===== src/rtl/msi_ring_pkg.sv =====
package msi_ring_pkg;
  localparam int REG_AW      = 3;
  localparam int REG_DW      = 32;
  localparam int VEC_W       = 16;
  localparam int ENTRY_W     = 128;
  localparam int ADDR_W      = 64;
  localparam int SZ_W        = 2;
  localparam int MIN_SHIFT   = 15;
  localparam int ENTRY_BYTES = ENTRY_W / 8;
  localparam int OFF_W       = MIN_SHIFT + (1 << SZ_W) - 1;

  localparam logic [REG_AW-1:0] A_CTRL    = 3'd0;
  localparam logic [REG_AW-1:0] A_BASE_HI = 3'd3;
  localparam logic [REG_AW-1:0] A_BASE_LO = 3'd4;
  localparam logic [REG_AW-1:0] A_RDOFF   = 3'd5;
  localparam logic [REG_AW-1:0] A_WROFF   = 3'd6;

  localparam int B_EN     = 0;
  localparam int B_FCHK   = 1;
  localparam int B_IRQ    = 3;
  localparam int B_STOP   = 4;
  localparam int B_SZ     = 8;
  localparam int B_OVF    = 31;

  typedef struct packed {
    logic              en;
    logic              full_chk;
    logic              irq_en;
    logic              stop;
    logic [SZ_W-1:0]   sz;
    logic [ADDR_W-1:0] base;
  } cfg_t;

  // Mask keeping an offset inside the ring and aligned to one record.
  function automatic logic [OFF_W-1:0] off_mask(input logic [SZ_W-1:0] sz);
    logic [OFF_W:0] span;
    span = (OFF_W+1)'(1) << (MIN_SHIFT + 32'(sz));
    return (span[OFF_W-1:0] - OFF_W'(1)) & ~OFF_W'(ENTRY_BYTES - 1);
  endfunction

  function automatic logic [OFF_W-1:0] next_off(input logic [OFF_W-1:0] off,
                                                input logic [SZ_W-1:0]  sz);
    return (off + OFF_W'(ENTRY_BYTES)) & off_mask(sz);
  endfunction

  function automatic logic ring_full(input logic [OFF_W-1:0] wr,
                                     input logic [OFF_W-1:0] rd,
                                     input logic [SZ_W-1:0]  sz);
    return next_off(wr, sz) == rd;
  endfunction

  // Little-endian byte lanes: vector low byte in lane 0, high byte in lane 1.
  function automatic logic [ENTRY_W-1:0] format_entry(input logic [VEC_W-1:0] vec);
    logic [ENTRY_W-1:0] e;
    e = '0;
    e[7:0]  = vec[7:0];
    e[15:8] = vec[15:8];
    return e;
  endfunction
endpackage


===== src/rtl/msi_ring_regs.sv =====
module msi_ring_regs
  import msi_ring_pkg::*;
(
  input  logic              clk,
  input  logic              rst_n,
  input  logic              reg_we,
  input  logic [REG_AW-1:0] reg_addr,
  input  logic [REG_DW-1:0] reg_wdata,
  output logic [REG_DW-1:0] reg_rdata,
  input  logic              adv,
  input  logic              ovf_set,
  output cfg_t              cfg,
  output logic [OFF_W-1:0]  wr_off,
  output logic [OFF_W-1:0]  rd_off,
  output logic              ovf,
  output logic              cfg_rst
);
  logic ctrl_we;

  always_comb begin
    ctrl_we = reg_we && (reg_addr == A_CTRL);
    cfg_rst = reg_we && ((reg_addr == A_BASE_HI) || (reg_addr == A_BASE_LO) ||
              (ctrl_we && (reg_wdata[B_SZ +: SZ_W] != cfg.sz)));
  end

  always_ff @(posedge clk) begin
    if (!rst_n) begin
      cfg    <= '0;
      wr_off <= '0;
      rd_off <= '0;
      ovf    <= 1'b0;
    end else begin
      if (reg_we) begin
        case (reg_addr)
          A_CTRL: begin
            cfg.en       <= reg_wdata[B_EN];
            cfg.full_chk <= reg_wdata[B_FCHK];
            cfg.irq_en   <= reg_wdata[B_IRQ];
            cfg.stop     <= reg_wdata[B_STOP];
            cfg.sz       <= reg_wdata[B_SZ +: SZ_W];
          end
          A_BASE_HI: cfg.base[ADDR_W-1:REG_DW] <= reg_wdata;
          A_BASE_LO: cfg.base[REG_DW-1:0]      <= reg_wdata;
          default: ;
        endcase
      end
      if (cfg_rst)
        rd_off <= '0;
      else if (reg_we && (reg_addr == A_RDOFF))
        rd_off <= reg_wdata[OFF_W-1:0] & off_mask(cfg.sz);
      if (cfg_rst)
        wr_off <= '0;
      else if (adv)
        wr_off <= next_off(wr_off, cfg.sz);
      if (ovf_set)
        ovf <= 1'b1;
      else if (ctrl_we && reg_wdata[B_OVF])
        ovf <= 1'b0;
    end
  end

  always_comb begin
    reg_rdata = '0;
    case (reg_addr)
      A_CTRL: begin
        reg_rdata[B_EN]          = cfg.en;
        reg_rdata[B_FCHK]        = cfg.full_chk;
        reg_rdata[B_IRQ]         = cfg.irq_en;
        reg_rdata[B_STOP]        = cfg.stop;
        reg_rdata[B_SZ +: SZ_W]  = cfg.sz;
        reg_rdata[B_OVF]         = ovf;
      end
      A_BASE_HI: reg_rdata = cfg.base[ADDR_W-1:REG_DW];
      A_BASE_LO: reg_rdata = cfg.base[REG_DW-1:0];
      A_RDOFF:   reg_rdata = REG_DW'(rd_off);
      A_WROFF:   reg_rdata = REG_DW'(wr_off);
      default:   reg_rdata = '0;
    endcase
  end
endmodule


===== src/rtl/msi_ring_writer.sv =====
module msi_ring_writer
  import msi_ring_pkg::*;
(
  input  logic               clk,
  input  logic               rst_n,
  input  logic               en,
  input  logic               full_chk,
  input  logic               stop,
  input  logic [SZ_W-1:0]    sz,
  input  logic [ADDR_W-1:0]  base,
  input  logic [OFF_W-1:0]   wr_off,
  input  logic [OFF_W-1:0]   rd_off,
  input  logic               msi_valid,
  input  logic [VEC_W-1:0]   msi_vector,
  output logic               msi_ready,
  output logic               mem_valid,
  input  logic               mem_ready,
  output logic [ADDR_W-1:0]  mem_addr,
  output logic [ENTRY_W-1:0] mem_data,
  output logic               adv,
  output logic               ovf_set
);
  logic             pend;
  logic [VEC_W-1:0] vec_q;
  logic [ADDR_W-1:0] addr_q;
  logic accept, full_now, drop;

  always_comb begin
    msi_ready = !pend;
    accept    = msi_valid && !pend;
    full_now  = full_chk && ring_full(wr_off, rd_off, sz);
    drop      = !en || (full_now && stop);
    ovf_set   = accept && en && full_now;
    adv       = pend && mem_ready;
  end

  always_ff @(posedge clk) begin
    if (!rst_n) begin
      pend   <= 1'b0;
      vec_q  <= '0;
      addr_q <= '0;
    end else begin
      if (adv)
        pend <= 1'b0;
      if (accept && !drop) begin
        pend   <= 1'b1;
        vec_q  <= msi_vector;
        addr_q <= base + ADDR_W'(wr_off);
      end
    end
  end

  assign mem_valid = pend;
  assign mem_addr  = addr_q;
  assign mem_data  = format_entry(vec_q);
endmodule


===== src/rtl/msi_ring_ctrl.sv =====
module msi_ring_ctrl
  import msi_ring_pkg::*;
(
  input  logic               clk,
  input  logic               rst_n,
  input  logic               reg_we,
  input  logic [REG_AW-1:0]  reg_addr,
  input  logic [REG_DW-1:0]  reg_wdata,
  output logic [REG_DW-1:0]  reg_rdata,
  input  logic               msi_valid,
  input  logic [VEC_W-1:0]   msi_vector,
  output logic               msi_ready,
  output logic               mem_valid,
  input  logic               mem_ready,
  output logic [ADDR_W-1:0]  mem_addr,
  output logic [ENTRY_W-1:0] mem_data,
  output logic               irq
);
  cfg_t             cfg;
  logic [OFF_W-1:0] wr_off, rd_off;
  logic             adv, ovf_set, ovf, cfg_rst;

  msi_ring_regs u_regs (
    .clk(clk), .rst_n(rst_n),
    .reg_we(reg_we), .reg_addr(reg_addr), .reg_wdata(reg_wdata), .reg_rdata(reg_rdata),
    .adv(adv), .ovf_set(ovf_set),
    .cfg(cfg), .wr_off(wr_off), .rd_off(rd_off), .ovf(ovf), .cfg_rst(cfg_rst)
  );

  msi_ring_writer u_writer (
    .clk(clk), .rst_n(rst_n),
    .en(cfg.en), .full_chk(cfg.full_chk), .stop(cfg.stop), .sz(cfg.sz), .base(cfg.base),
    .wr_off(wr_off), .rd_off(rd_off),
    .msi_valid(msi_valid), .msi_vector(msi_vector), .msi_ready(msi_ready),
    .mem_valid(mem_valid), .mem_ready(mem_ready), .mem_addr(mem_addr), .mem_data(mem_data),
    .adv(adv), .ovf_set(ovf_set)
  );

  assign irq = cfg.irq_en && (rd_off != wr_off);
endmodule


===== config.mk =====
export PLATFORM = sky130hd
export DESIGN_NAME = msi_ring_ctrl
export DESIGN_NICKNAME = d
export VERILOG_FILES = /design/src/rtl/msi_ring_pkg.sv /design/src/rtl/msi_ring_regs.sv /design/src/rtl/msi_ring_writer.sv /design/src/rtl/msi_ring_ctrl.sv
export SDC_FILE = /design/constraint.sdc
export NUM_CORES = 1
export LEC_CHECK = 0
export ABC_AREA = 0
export BUFFER_PORTS_ARGS = -buffer_cell sky130_fd_sc_hd__buf_4
export CAP_MARGIN = 20
export CORE_UTILIZATION = 54
export DETAILED_ROUTE_END_ITERATION = 8
export PLACE_DENSITY = 0.84
export SYNTH_ARGS = -nofsm -noshare
export SYNTH_HDL_FRONTEND = slang
export SYNTH_SLANG_ARGS = --single-unit

===== constraint.sdc =====
create_clock -name clk -period 4.2 [get_ports clk]
set_input_delay 0.84 -clock clk [delete_from_list [all_inputs] [get_ports clk]]
set_output_delay 0.84 -clock clk [all_outputs]
set_load 0.05 [all_outputs]

==> qor.yml, run 1 <==
final_wirelength_um: 32800
yosysSeqAreaShare_pct: 33.5
grt_max_degree: 94
synth.most_common_cell: "sky130_fd_sc_hd__nand2_1"
worst-path-buf-inv: 1
cts_max_path_buffers: 2
worst_pin_slew_ns: 1.11
grt_overflow: 0
fp-row-count: 51
report.final.hold_viol_count: 0
peakVddDrop_mv: 0.274
power_per_cell_area_nw_per_um2: 314
place_congestion: 0.994
final_slew_violations: 0
fin_skew_ns: 0.00713
critPathRequiredTime_ns: 4.48
timing.final.setup_violations: 0
worst-path-max-fanout: 77
adder_and_majority_gate_portion_of_the_synthesized_area_pct: 2.16
timing.max_slew.rel_slack_pct: 25.7
cellInternalPower_uw: 2710
critical-path-top-cell-by-count: "sky130_fd_sc_hd__nand4_1"
number_of_detailed_routing_iterations_run_before_antenna_repair: 6
highest_attainable_clock_frequency_ghz: 0.260
yosys.area_share.xor_xnor_pct: 7.00
synth_compound_gate_area_share_pct: 21.2
tritoncts: "yes"
clock_transition_at_the_registers_of_the_reported_paths_ns: 0.07
status: "complete, no violations"
n_antenna_cell: 0
initial_core_util_pct: 55.1
net-switching-power_uw: 1150
startpoint_type: "register"
area.growth.synth_to_final_pct: 13.9
totalNegativeSetupSlack_ns: 0
port_buffer_count: 170
route.detailed.vias_per_inst: 5.99
yosys.area.top_type_share_pct: 33.5
power.clock.fraction_pct: 41.6
detailed_place.area_um2: 11700
post_synth_mux_area_share_pct: 1.59
post_cts_hold_buffer_count: 0
avgSynthCellArea_um2: 7.75
hold_path_class: "register to register"
worstSkewPairLatency_ns: 0.44
die_ar_um2: 20500
timing.hold.worst_path_depth: 2
yosys.area.top_type: "sky130_fd_sc_hd__dfxtp_1"
finalCritPeriodShare_pct: 91.6
leakagePower_uw: 0.00474
die_h_um: 143
post-cts-setup-buffers: 0
cts_root_buffer: "sky130_fd_sc_hd__clkbuf_16"
cts_sinks: 180
timing.reg2reg.worst_path_depth: 11
die_w_um: 143
worst_hold_slack_ns: 0.474
vias_in_the_first_global_route: 9410
floorplan.io_pins: 283
worst_path_dominant_cell_family: "simple AND/OR/NAND/NOR gates"
netlist_top_cells_area: "sky130_fd_sc_hd__dfxtp_1 33%, sky130_fd_sc_hd__a21oi_1 8.6%, sky130_fd_sc_hd__buf_4 7.9%, sky130_fd_sc_hd__nand2_1 7.0%, sky130_fd_sc_hd__xnor2_1 4.6%"
grt.total_usage_pct: 31.7
power.share.sequential_pct: 45.6
period_needed_ns: 3.85
synth_ff_type: "sky130_fd_sc_hd__dfxtp_1"
crit_arrival_ns: 4.12
synth-edff-count: 0
num_vias: 10600
grt_setup_unrepaired: "no"
cts-resized-gates: 0
syn-cell-area_um2: 10800
timing.critical_path.cells: "nor2_1, ha_1, nor2b_1, xnor2_1, nand4_1, a2111oi_1, nand4_1, or3_2, buf_12, a21oi_1, a211oi_1"
detailed_place_hpwl_um: 23300
synthSimpleGateAreaFrac_pct: 21.5
maxCapViolations: 0
num-nets-final: 1567
finish.instance_area_um2: 12300
timing.critical_path.to_type: "register"
power_uw: 3860
cts_buf_count: 17
placeableCoreArea_um2: 19500
antenna_left: 0
dominant_combinational_cell_family_by_area_after_synthesis: "simple AND/OR/NAND/NOR gates"
cp_slowest_cell: "sky130_fd_sc_hd__ha_1"
path_depth: 11
grt_first_pass_wirelength_um: 50300
ys_top_cells_by_count: "201 x sky130_fd_sc_hd__nand2_1, 186 x sky130_fd_sc_hd__a21oi_1, 180 x sky130_fd_sc_hd__dfxtp_1"
ys_ff_latch: 180
cp_slowest_stage_delay_ns: 0.66
cts_max_level: 4
synthDistinctLibCells: 70
path_class: "register to register"
final_layout_size_suffix_gt1_share_pct: 16.9
wire_per_inst_um: 18.5
post-route-drc-count: 0
finalCoreUtilization_pct: 62.8
synthesis.instances: 1389
async_reset_ff_share_pct: 0
switching_share_pct: 29.8
detailedRoute.firstIterationViolations: 1061
initial_antenna_violation_count: 0
p_comb_share_pct: 12.8
ys.warnings.count: 0
==> state kept, by name, summed over array words and instances (netlist names) <==
| register | flops |
|---|---|
| u_writer.mem_valid | 1 |
| u_writer.vec_q | 16 |
| u_regs.wr_off | 14 |
| u_regs.ovf | 1 |
| u_writer.mem_addr | 64 |
| u_regs.cfg | 70 |
| u_regs.rd_off | 14 |
==> final cells by class <==
class | instances | area (um^2)
clock buffer | 18 | 429
inverter | 14 | 55.1
fill | 1745 | 7260
multi-input combinational | 1082 | 6190
sequential | 180 | 3600
tap | 265 | 332
timing repair buffer | 198 | 1500
clock inverter | 13 | 151
==> per-layer routing <==
layer	up-vias	track usage (%)	share of wire [%]
li1	4882	-	-
met1	4984	39.8	39
met2	625	51.6	47
met3	104	5.84	9.3
met4	0	16.5	4.5
met5	-	0	0
==> kinds of logic (layout without fill, tap and decap cells) <==
kind of cell	after synthesis	count (layout)
and+or+nand+nor	467	467
adders and majority gates	18	18
other	1	112
xor gates and xnor gates	86	86
buffers and inverters	238	243
AOI/OAI and AO/OA	382	382
muxes	17	17
DFF	180	180
==> final timing paths <==
kind / startpoint / end / slack [ns]
worst max-delay path: u_regs.cfg[64] / u_writer.mem_addr[33] / 0.35
worst min-delay path: u_writer.vec_q[9] / u_writer.vec_q[9] / 0.47
worst max register to register: u_regs.cfg[64] / u_writer.mem_addr[33] / 0.35
worst min register to register: u_writer.vec_q[9] / u_writer.vec_q[9] / 0.47
==> cells in the final DEF, fill, tap and decap left out, types with 4 or more instances in the layout <==
cell	synthesis	routed
sky130_fd_sc_hd__nor3_1	25	25
sky130_fd_sc_hd__a21o_1	9	9
sky130_fd_sc_hd__a22o_1	26	26
sky130_fd_sc_hd__inv_1	13	13
sky130_fd_sc_hd__mux2i_1	16	16
sky130_fd_sc_hd__nor4b_1	5	5
sky130_fd_sc_hd__buf_4	113	197
sky130_fd_sc_hd__nor4_1	18	18
sky130_fd_sc_hd__o21a_1	4	4
sky130_fd_sc_hd__nand3_2	11	11
sky130_fd_sc_hd__o21ai_0	70	70
sky130_fd_sc_hd__nand4_1	22	22
sky130_fd_sc_hd__o211ai_1	4	4
sky130_fd_sc_hd__a22oi_1	7	7
sky130_fd_sc_hd__dfxtp_1	180	180
sky130_fd_sc_hd__and3_1	15	14
sky130_fd_sc_hd__nand3_1	60	60
sky130_fd_sc_hd__a31oi_1	8	8
sky130_fd_sc_hd__and2_1	6	6
sky130_fd_sc_hd__xnor2_1	57	57
sky130_fd_sc_hd__nor2b_1	9	8
sky130_fd_sc_hd__nand2_1	201	201
sky130_fd_sc_hd__or4_1	7	7
sky130_fd_sc_hd__conb_1	1	112
sky130_fd_sc_hd__a211oi_1	38	38
sky130_fd_sc_hd__clkinv_4	0	4
sky130_fd_sc_hd__and4_1	4	4
sky130_fd_sc_hd__clkbuf_16	0	17
sky130_fd_sc_hd__xor2_1	29	29
sky130_fd_sc_hd__nand2b_1	6	6
sky130_fd_sc_hd__o211a_1	4	4
sky130_fd_sc_hd__a21oi_1	186	186
sky130_fd_sc_hd__nor2_1	51	49
sky130_fd_sc_hd__ha_1	17	17
sky130_fd_sc_hd__nor3b_1	9	9
==> power groups by stage <==
stage	Combinational (uW)	Clock, uW	Sequential (uW)
floorplan	438	0	1810
global placement	483	0	1800
detailed placement	486	0	1800
CTS	487	1610	1760
global route	518	1680	1760
finish	494	1600	1760
==> worst min-delay path: cells and delay by family, from the launching register on <==
kind | cells | cell delay [ns]
AOI/OAI and AO/OA | 2 | 0.12
DFF | 1 | 0.31
==> stage by stage <==
step / setup WS (ns) / cells
6_report: 0.353 / 1770
5_1_grt: 0.152 / 1770
4_1_cts: 0.423 / 1770
3_5_place_dp: 0.449 / 1739
3_3_place_gp: 0.534 / 1739
2_1_floorplan: 0.717 / 1500
Note: power is estimated with default switching activity, not from simulation.
==> run 2, diff against run 1 <==
PLACE_DENSITY = not set   (was 0.84)
PLACE_DENSITY_LB_ADDON = 0.2   (was not set)
==> qor.yml, run 2 (synthesis gave the netlist of run 1 again) <==
leakagePower_uw: 0.00474  # about the same
floorplan.io_pins: 283  # unchanged
finalCoreUtilization_pct: 62.9  # was 62.8%
number_of_detailed_routing_iterations_run_before_antenna_repair: 7  # was 6
peakVddDrop_mv: 0.286  # was 0.274 mV
totalNegativeSetupSlack_ns: 0  # unchanged
grt_first_pass_wirelength_um: 49300  # was 50300 um
port_buffer_count: 170  # unchanged
post_cts_hold_buffer_count: 0  # unchanged
critPathRequiredTime_ns: 4.47  # was 4.48 ns
post-cts-setup-buffers: 0  # unchanged
period_needed_ns: 3.87  # was 3.85 ns
grt_overflow: 0  # unchanged
status: "complete, no violations"  # unchanged
die_ar_um2: 20500  # unchanged
grt.total_usage_pct: 31.2  # was 31.7%
final_wirelength_um: 32300  # was 32800 um
max_flop_register: "u_regs.cfg"  # unchanged
cts_buf_count: 17  # unchanged
num_vias: 10400  # was 10600
grt_setup_unrepaired: "no"  # unchanged
grt_max_degree: 85  # was 94
worst-path-buf-inv: 2  # was 1
cellInternalPower_uw: 2680  # was 2710 uW
area.growth.synth_to_final_pct: 14.1  # was 13.9%
report.final.hold_viol_count: 0  # unchanged
timing.reg2reg.worst_path_depth: 11  # unchanged
maxCapViolations: 0  # unchanged
cts_max_path_buffers: 2  # unchanged
path_class: "register to register"  # unchanged
most_common_cell_after_layout_fill_and_taps_aside: "sky130_fd_sc_hd__nand2_1"  # unchanged
net-switching-power_uw: 1170  # was 1150 uW
power_uw: 3850  # was 3860 uW
tritoncts: "yes"  # unchanged
die_w_um: 143  # unchanged
antenna_left: 0  # unchanged
num-nets-final: 1569  # was 1567
place_congestion: 0.930  # was 0.994
hold_path_class: "register to register"  # unchanged
worst_path_dominant_cell_family: "simple AND/OR/NAND/NOR gates"  # unchanged
timing.critical_path.cells: "nor2_1, ha_1, buf_4, nor4b_1, or3_1, a211oi_1, nand4_1, or3_2, buf_4, a21oi_1, a211oi_1"  # was nor2_1, ha_1, nor2b_1, xnor2_1, nand4_1, a2111oi_1, nand4_1, or3_2, buf_12, a21oi_1, a211oi_1
timing.critical_path.to_type: "register"  # unchanged
timing.hold.worst_path_depth: 2  # unchanged
startpoint_type: "register"  # unchanged
initial_core_util_pct: 55.1  # unchanged
n_antenna_cell: 0  # unchanged
detailed_place_hpwl_um: 23200  # was 23300 um
cts-resized-gates: 0  # unchanged
timing.max_slew.rel_slack_pct: 37.7  # was 25.7%
placeableCoreArea_um2: 19500  # unchanged
wire_per_inst_um: 18.3  # was 18.5 um
worst_hold_slack_ns: 0.463  # was 0.474 ns
power.clock.fraction_pct: 41.5  # was 41.6%
worst_pin_slew_ns: 0.935  # was 1.11 ns
switching_share_pct: 30.3  # was 29.8%
max_reg_flops: 70  # unchanged
layout.cells.most_common_list: "201 x sky130_fd_sc_hd__nand2_1, 199 x sky130_fd_sc_hd__buf_4, 186 x sky130_fd_sc_hd__a21oi_1"  # was 201 x sky130_fd_sc_hd__nand2_1, 197 x sky130_fd_sc_hd__buf_4, 186 x sky130_fd_sc_hd__a21oi_1
post-route-drc-count: 0  # unchanged
p_comb_share_pct: 12.8  # about the same
fp-row-count: 51  # unchanged
cp_slowest_cell: "sky130_fd_sc_hd__ha_1"  # unchanged
path_depth: 11  # unchanged
detailedRoute.firstIterationViolations: 834  # was 1061
clock_transition_at_the_registers_of_the_reported_paths_ns: 0.07  # about the same
die_h_um: 143  # unchanged
cts_max_level: 4  # unchanged
worstSkewPairLatency_ns: 0.43  # was 0.44 ns
vias_in_the_first_global_route: 9087  # was 9410
timing.final.setup_violations: 0  # unchanged
finalCritPeriodShare_pct: 92.2  # was 91.6%
highest_attainable_clock_frequency_ghz: 0.258  # was 0.260 GHz
initial_antenna_violation_count: 0  # unchanged
cts_root_buffer: "sky130_fd_sc_hd__clkbuf_16"  # unchanged
cts_sinks: 180  # unchanged
fin_skew_ns: 0.0109  # was 0.00713 ns
power_per_cell_area_nw_per_um2: 313  # was 314 nW/um^2
route.detailed.vias_per_inst: 5.85  # was 5.99
final_layout_size_suffix_gt1_share_pct: 17.1  # was 16.9%
final_slew_violations: 0  # unchanged
fill_cells: 1827  # was 1745
cp_slowest_stage_delay_ns: 0.66  # about the same
power.share.sequential_pct: 45.7  # was 45.6%
worst-path-max-fanout: 50  # was 77
crit_arrival_ns: 4.14  # was 4.12 ns
[run 2: per-stage QoR]
stage	std cells	setup WS [ns]	instance area [um^2]
2_1_floorplan	1500	0.717	11200
3_3_place_gp	1741	0.555	11700
3_5_place_dp	1741	0.391	11700
4_1_cts	1772	0.372	12300
5_1_grt	1772	0.0487	12300
6_report	1772	0.330	12300
[run 2: worst paths after layout]
check                       startpoint  slack (ns)                     to
setup / recovery        u_regs.cfg[64]        0.33  u_writer.mem_addr[63]
hold / removal    u_writer.mem_addr[6]        0.46   u_writer.mem_addr[6]
setup reg to reg        u_regs.cfg[64]        0.33  u_writer.mem_addr[63]
hold reg to reg   u_writer.mem_addr[6]        0.46   u_writer.mem_addr[6]
[run 2: worst reg2reg max path: stages (launching register included)]
cell and delay (ns):
sky130_fd_sc_hd__dfxtp_1 0.38, sky130_fd_sc_hd__nor2_1 0.36, sky130_fd_sc_hd__ha_1 0.66, sky130_fd_sc_hd__buf_4 0.25, sky130_fd_sc_hd__nor4b_1 0.06, sky130_fd_sc_hd__or3_1 0.32
sky130_fd_sc_hd__a211oi_1 0.23, sky130_fd_sc_hd__nand4_1 0.26, sky130_fd_sc_hd__or3_2 0.53, sky130_fd_sc_hd__buf_4 0.32, sky130_fd_sc_hd__a21oi_1 0.28, sky130_fd_sc_hd__a211oi_1 0.07
[run 2: layer usage]
metal	GRT usage (%)	vias to the layer above	share of wire (%)
li1	-	4878	-
met1	39.8	4946	41
met2	52.4	467	48
met3	3.92	71	7.0
met4	14.4	0	3.8
met5	0	-	0
[run 2: cell type report]
cell class | instances | area (um^2) | share of cell area [%]
clock buffers | 18 | 439 | 3.58
clock inverters | 13 | 146 | 1.19
inverters | 14 | 55.1 | 0.448
multi-input cells | 1082 | 6190 | 50.4
flip-flops and latches | 180 | 3600 | 29.3
well taps | 265 | 332 | 2.70
repair buffers | 200 | 1510 | 12.3
[run 2: power by group through the flow]
stage                     registers, uW  logic (uW)  clock network [uW]
after detailed placement           1800         487                   0
final                              1760         493                1600
after floorplan                    1810         438                   0
after global routing               1760         519                1680
after CTS                          1760         488                1610
after global placement             1800         485                   0
==> run 3, diff against run 2 <==
==> constraint.sdc (replaced) <==
create_clock -name clk -period 4.2 [get_ports clk]
set_input_delay 0.21 -clock clk [delete_from_list [all_inputs] [get_ports clk]]
set_output_delay 0.21 -clock clk [all_outputs]
set_load 0.05 [all_outputs]
==> qor.yml, run 3 (synthesis gave the netlist of run 1 again) <==
rrSetupSlack_ns: 0.36  # was 0.33 ns
cp_slowest_cell: "sky130_fd_sc_hd__or3_2"  # was sky130_fd_sc_hd__ha_1
timing.reg2reg.worst_path_depth: 11  # unchanged
post-cts-setup-buffers: 0  # unchanged
max_flop_register: "u_regs.cfg"  # unchanged
grt_max_degree: 58  # was 85
worst_r2r_startpoint: "u_regs.cfg[64]"  # unchanged
floorplan.io_pins: 283  # unchanged
leakagePower_uw: 0.00474  # about the same
grt.total_usage_pct: 31.7  # was 31.2%
clock_transition_at_the_registers_of_the_reported_paths_ns: 0.08  # was 0.07 ns
die_h_um: 143  # unchanged
placeableCoreArea_um2: 19500  # unchanged
fin_ws_ns: 0.359  # was 0.330 ns
post-route-drc-count: 0  # unchanged
fill_cells: 1809  # was 1827
worstHoldEndpoint: "u_writer.vec_q[7]"  # was u_writer.mem_addr[6]
worstReg2RegEnd: "u_writer.mem_addr[61]"  # was u_writer.mem_addr[63]
grt_overflow: 0  # unchanged
multi_input_area_um2: 6200  # was 6190 um^2
report.final.hold_viol_count: 0  # unchanged
hold_path_startpoint: "msi_vector[7]"  # was u_writer.mem_addr[6]
place_congestion: 0.953  # was 0.930
cts_buf_count: 17  # unchanged
cts_root_buffer: "sky130_fd_sc_hd__clkbuf_16"  # unchanged
cts_max_path_buffers: 2  # unchanged
num_vias: 10300  # was 10400
cp_slowest_stage_delay_ns: 0.52  # was 0.66 ns
fin_skew_ns: 0.00858  # was 0.0109 ns
post-place-cells: 1739  # was 1741
period_needed_ns: 3.84  # was 3.87 ns
finalCritPeriodShare_pct: 91.5  # was 92.2%
final_slew_violations: 0  # unchanged
maxCapViolations: 0  # unchanged
peakVddDrop_mv: 0.282  # was 0.286 mV
status: "complete, no violations"  # unchanged
layout.area.seq_um2: 3600  # unchanged
die_w_um: 143  # unchanged
final_cell_count_no_fill: 1771  # was 1772
worst_pin_slew_ns: 0.976  # was 0.935 ns
vias_in_the_first_global_route: 9195  # was 9087
dp_worst_setup_slack_ns: 0.344  # was 0.391 ns
totalNegativeSetupSlack_ns: 0  # unchanged
timing.max_slew.rel_slack_pct: 34.6  # was 37.7%
port_buffer_count: 170  # unchanged
wire_per_inst_um: 18.5  # was 18.3 um
initial_antenna_violation_count: 0  # unchanged
n_antenna_cell: 0  # unchanged
highest_attainable_clock_frequency_ghz: 0.260  # was 0.258 GHz
die_ar_um2: 20500  # unchanged
crit_arrival_ns: 4.14  # about the same
cts-resized-gates: 0  # unchanged
hold_path_class: "primary input to register"  # was register to register
final_wirelength_um: 32700  # was 32300 um
timing.critical_path.cells: "nor2_1, ha_2, or3b_1, or4_1, o311ai_1, o311a_1, nand4_1, or3_2, buf_4, a21oi_1, a211oi_1"  # was nor2_1, ha_1, buf_4, nor4b_1, or3_1, a211oi_1, nand4_1, or3_2, buf_4, a21oi_1, a211oi_1
path_class: "register to register"  # unchanged
worstSkewPairLatency_ns: 0.44  # was 0.43 ns
timing.final.setup_violations: 0  # unchanged
cts_max_level: 4  # unchanged
antenna_left: 0  # unchanged
grt_setup_unrepaired: "no"  # unchanged
max_reg_flops: 70  # unchanged
tritoncts: "yes"  # unchanged
most_common_cell_after_layout_fill_and_taps_aside: "sky130_fd_sc_hd__nand2_1"  # unchanged
cts_sinks: 180  # unchanged
number_of_detailed_routing_iterations_run_before_antenna_repair: 5  # was 7
area.growth.synth_to_final_pct: 13.8  # was 14.1%
final_layout_size_suffix_gt1_share_pct: 17.1  # about the same
worst-path-max-fanout: 50  # unchanged
timing.hold.worst_path_depth: 3  # was 2
power_per_cell_area_nw_per_um2: 313  # about the same
layout.cells.most_common_list: "201 x sky130_fd_sc_hd__nand2_1, 198 x sky130_fd_sc_hd__buf_4, 186 x sky130_fd_sc_hd__a21oi_1"  # was 201 x sky130_fd_sc_hd__nand2_1, 199 x sky130_fd_sc_hd__buf_4, 186 x sky130_fd_sc_hd__a21oi_1
fp-row-count: 51  # unchanged
route.detailed.vias_per_inst: 5.83  # was 5.85
critPathRequiredTime_ns: 4.49  # was 4.47 ns
num-nets-final: 1567  # was 1569
detailed_place_hpwl_um: 23500  # was 23200 um
grt_first_pass_wirelength_um: 50000  # was 49300 um
startpoint_type: "register"  # unchanged
timing.critical_path.to_type: "register"  # unchanged
initial_core_util_pct: 55.1  # unchanged
worst_hold_slack_ns: 0.0211  # was 0.463 ns
detailedRoute.firstIterationViolations: 885  # was 834
post_cts_hold_buffer_count: 0  # unchanged
-- run 3: cell count changes in the layout (fill, tap and decap cells not counted), sizes merged --
cell,delta
clkinvlp,-4
inv,+3
clkinv,+3
buf,-2
bufinv,-1
-- run 3: per-layer routing --
layer / vias up / track usage (%) / part of all wire (%)
met5: - / 0 / 0
met4: 0 / 15.4 / 4.1
met3: 80 / 3.82 / 7.0
met2: 490 / 51.9 / 47
met1: 4875 / 41.1 / 42
li1: 4874 / - / -
-- run 3: cell type report --
cell class	instances	share of cell area [%]
Clock inverter	14	1.12
Timing Repair Buffer	198	12.1
Multi-Input combinational cell	1082	50.6
Inverter	14	0.449
Clock buffer	18	3.58
Sequential cell	180	29.4
Tap cell	265	2.71
-- run 3: how the worst max path moves through the flow --
stage	start	end	slack (ns)	cells past startpoint
floorplan	u_regs.cfg[64]	u_writer.mem_addr[3]	0.94	15
global placement	u_regs.cfg[64]	u_writer.mem_addr[32]	0.46	11
detailed placement	u_regs.cfg[64]	u_writer.mem_addr[24]	0.34	11
CTS	u_regs.cfg[64]	u_writer.mem_addr[24]	0.33	11
global route	u_regs.cfg[64]	u_writer.mem_addr[26]	0.14	11
finish	u_regs.cfg[64]	u_writer.mem_addr[61]	0.36	11
-- run 3: power by group --
| part | switching, uW | internal, uW |
|---|---|---|
| registers | 29.7 | 1730 |
| logic | 397 | 95.3 |
| clock network | 772 | 807 |
| total | 1200 | 2630 |
-- run 3: stage by stage --
step                      utilization [%]  cell area (um^2)  total power [uW]
after global placement               59.8             11700              2280
after global routing                 62.7             12300              3930
final                                62.7             12300              3830
after floorplan                         -             11200              2250
after detailed placement             59.8             11700              2280
after CTS                            62.7             12200              3830
-- run 3: worst max-delay path, delay by kind of cell, from the launching register on --
kind                       cells  cell delay (ns)
and+or+nand+nor                5             1.89
buffers and inverters          1             0.31
adders and majority gates      1             0.44
AOI/OAI and AO/OA              4             0.63
DFF                            1             0.38
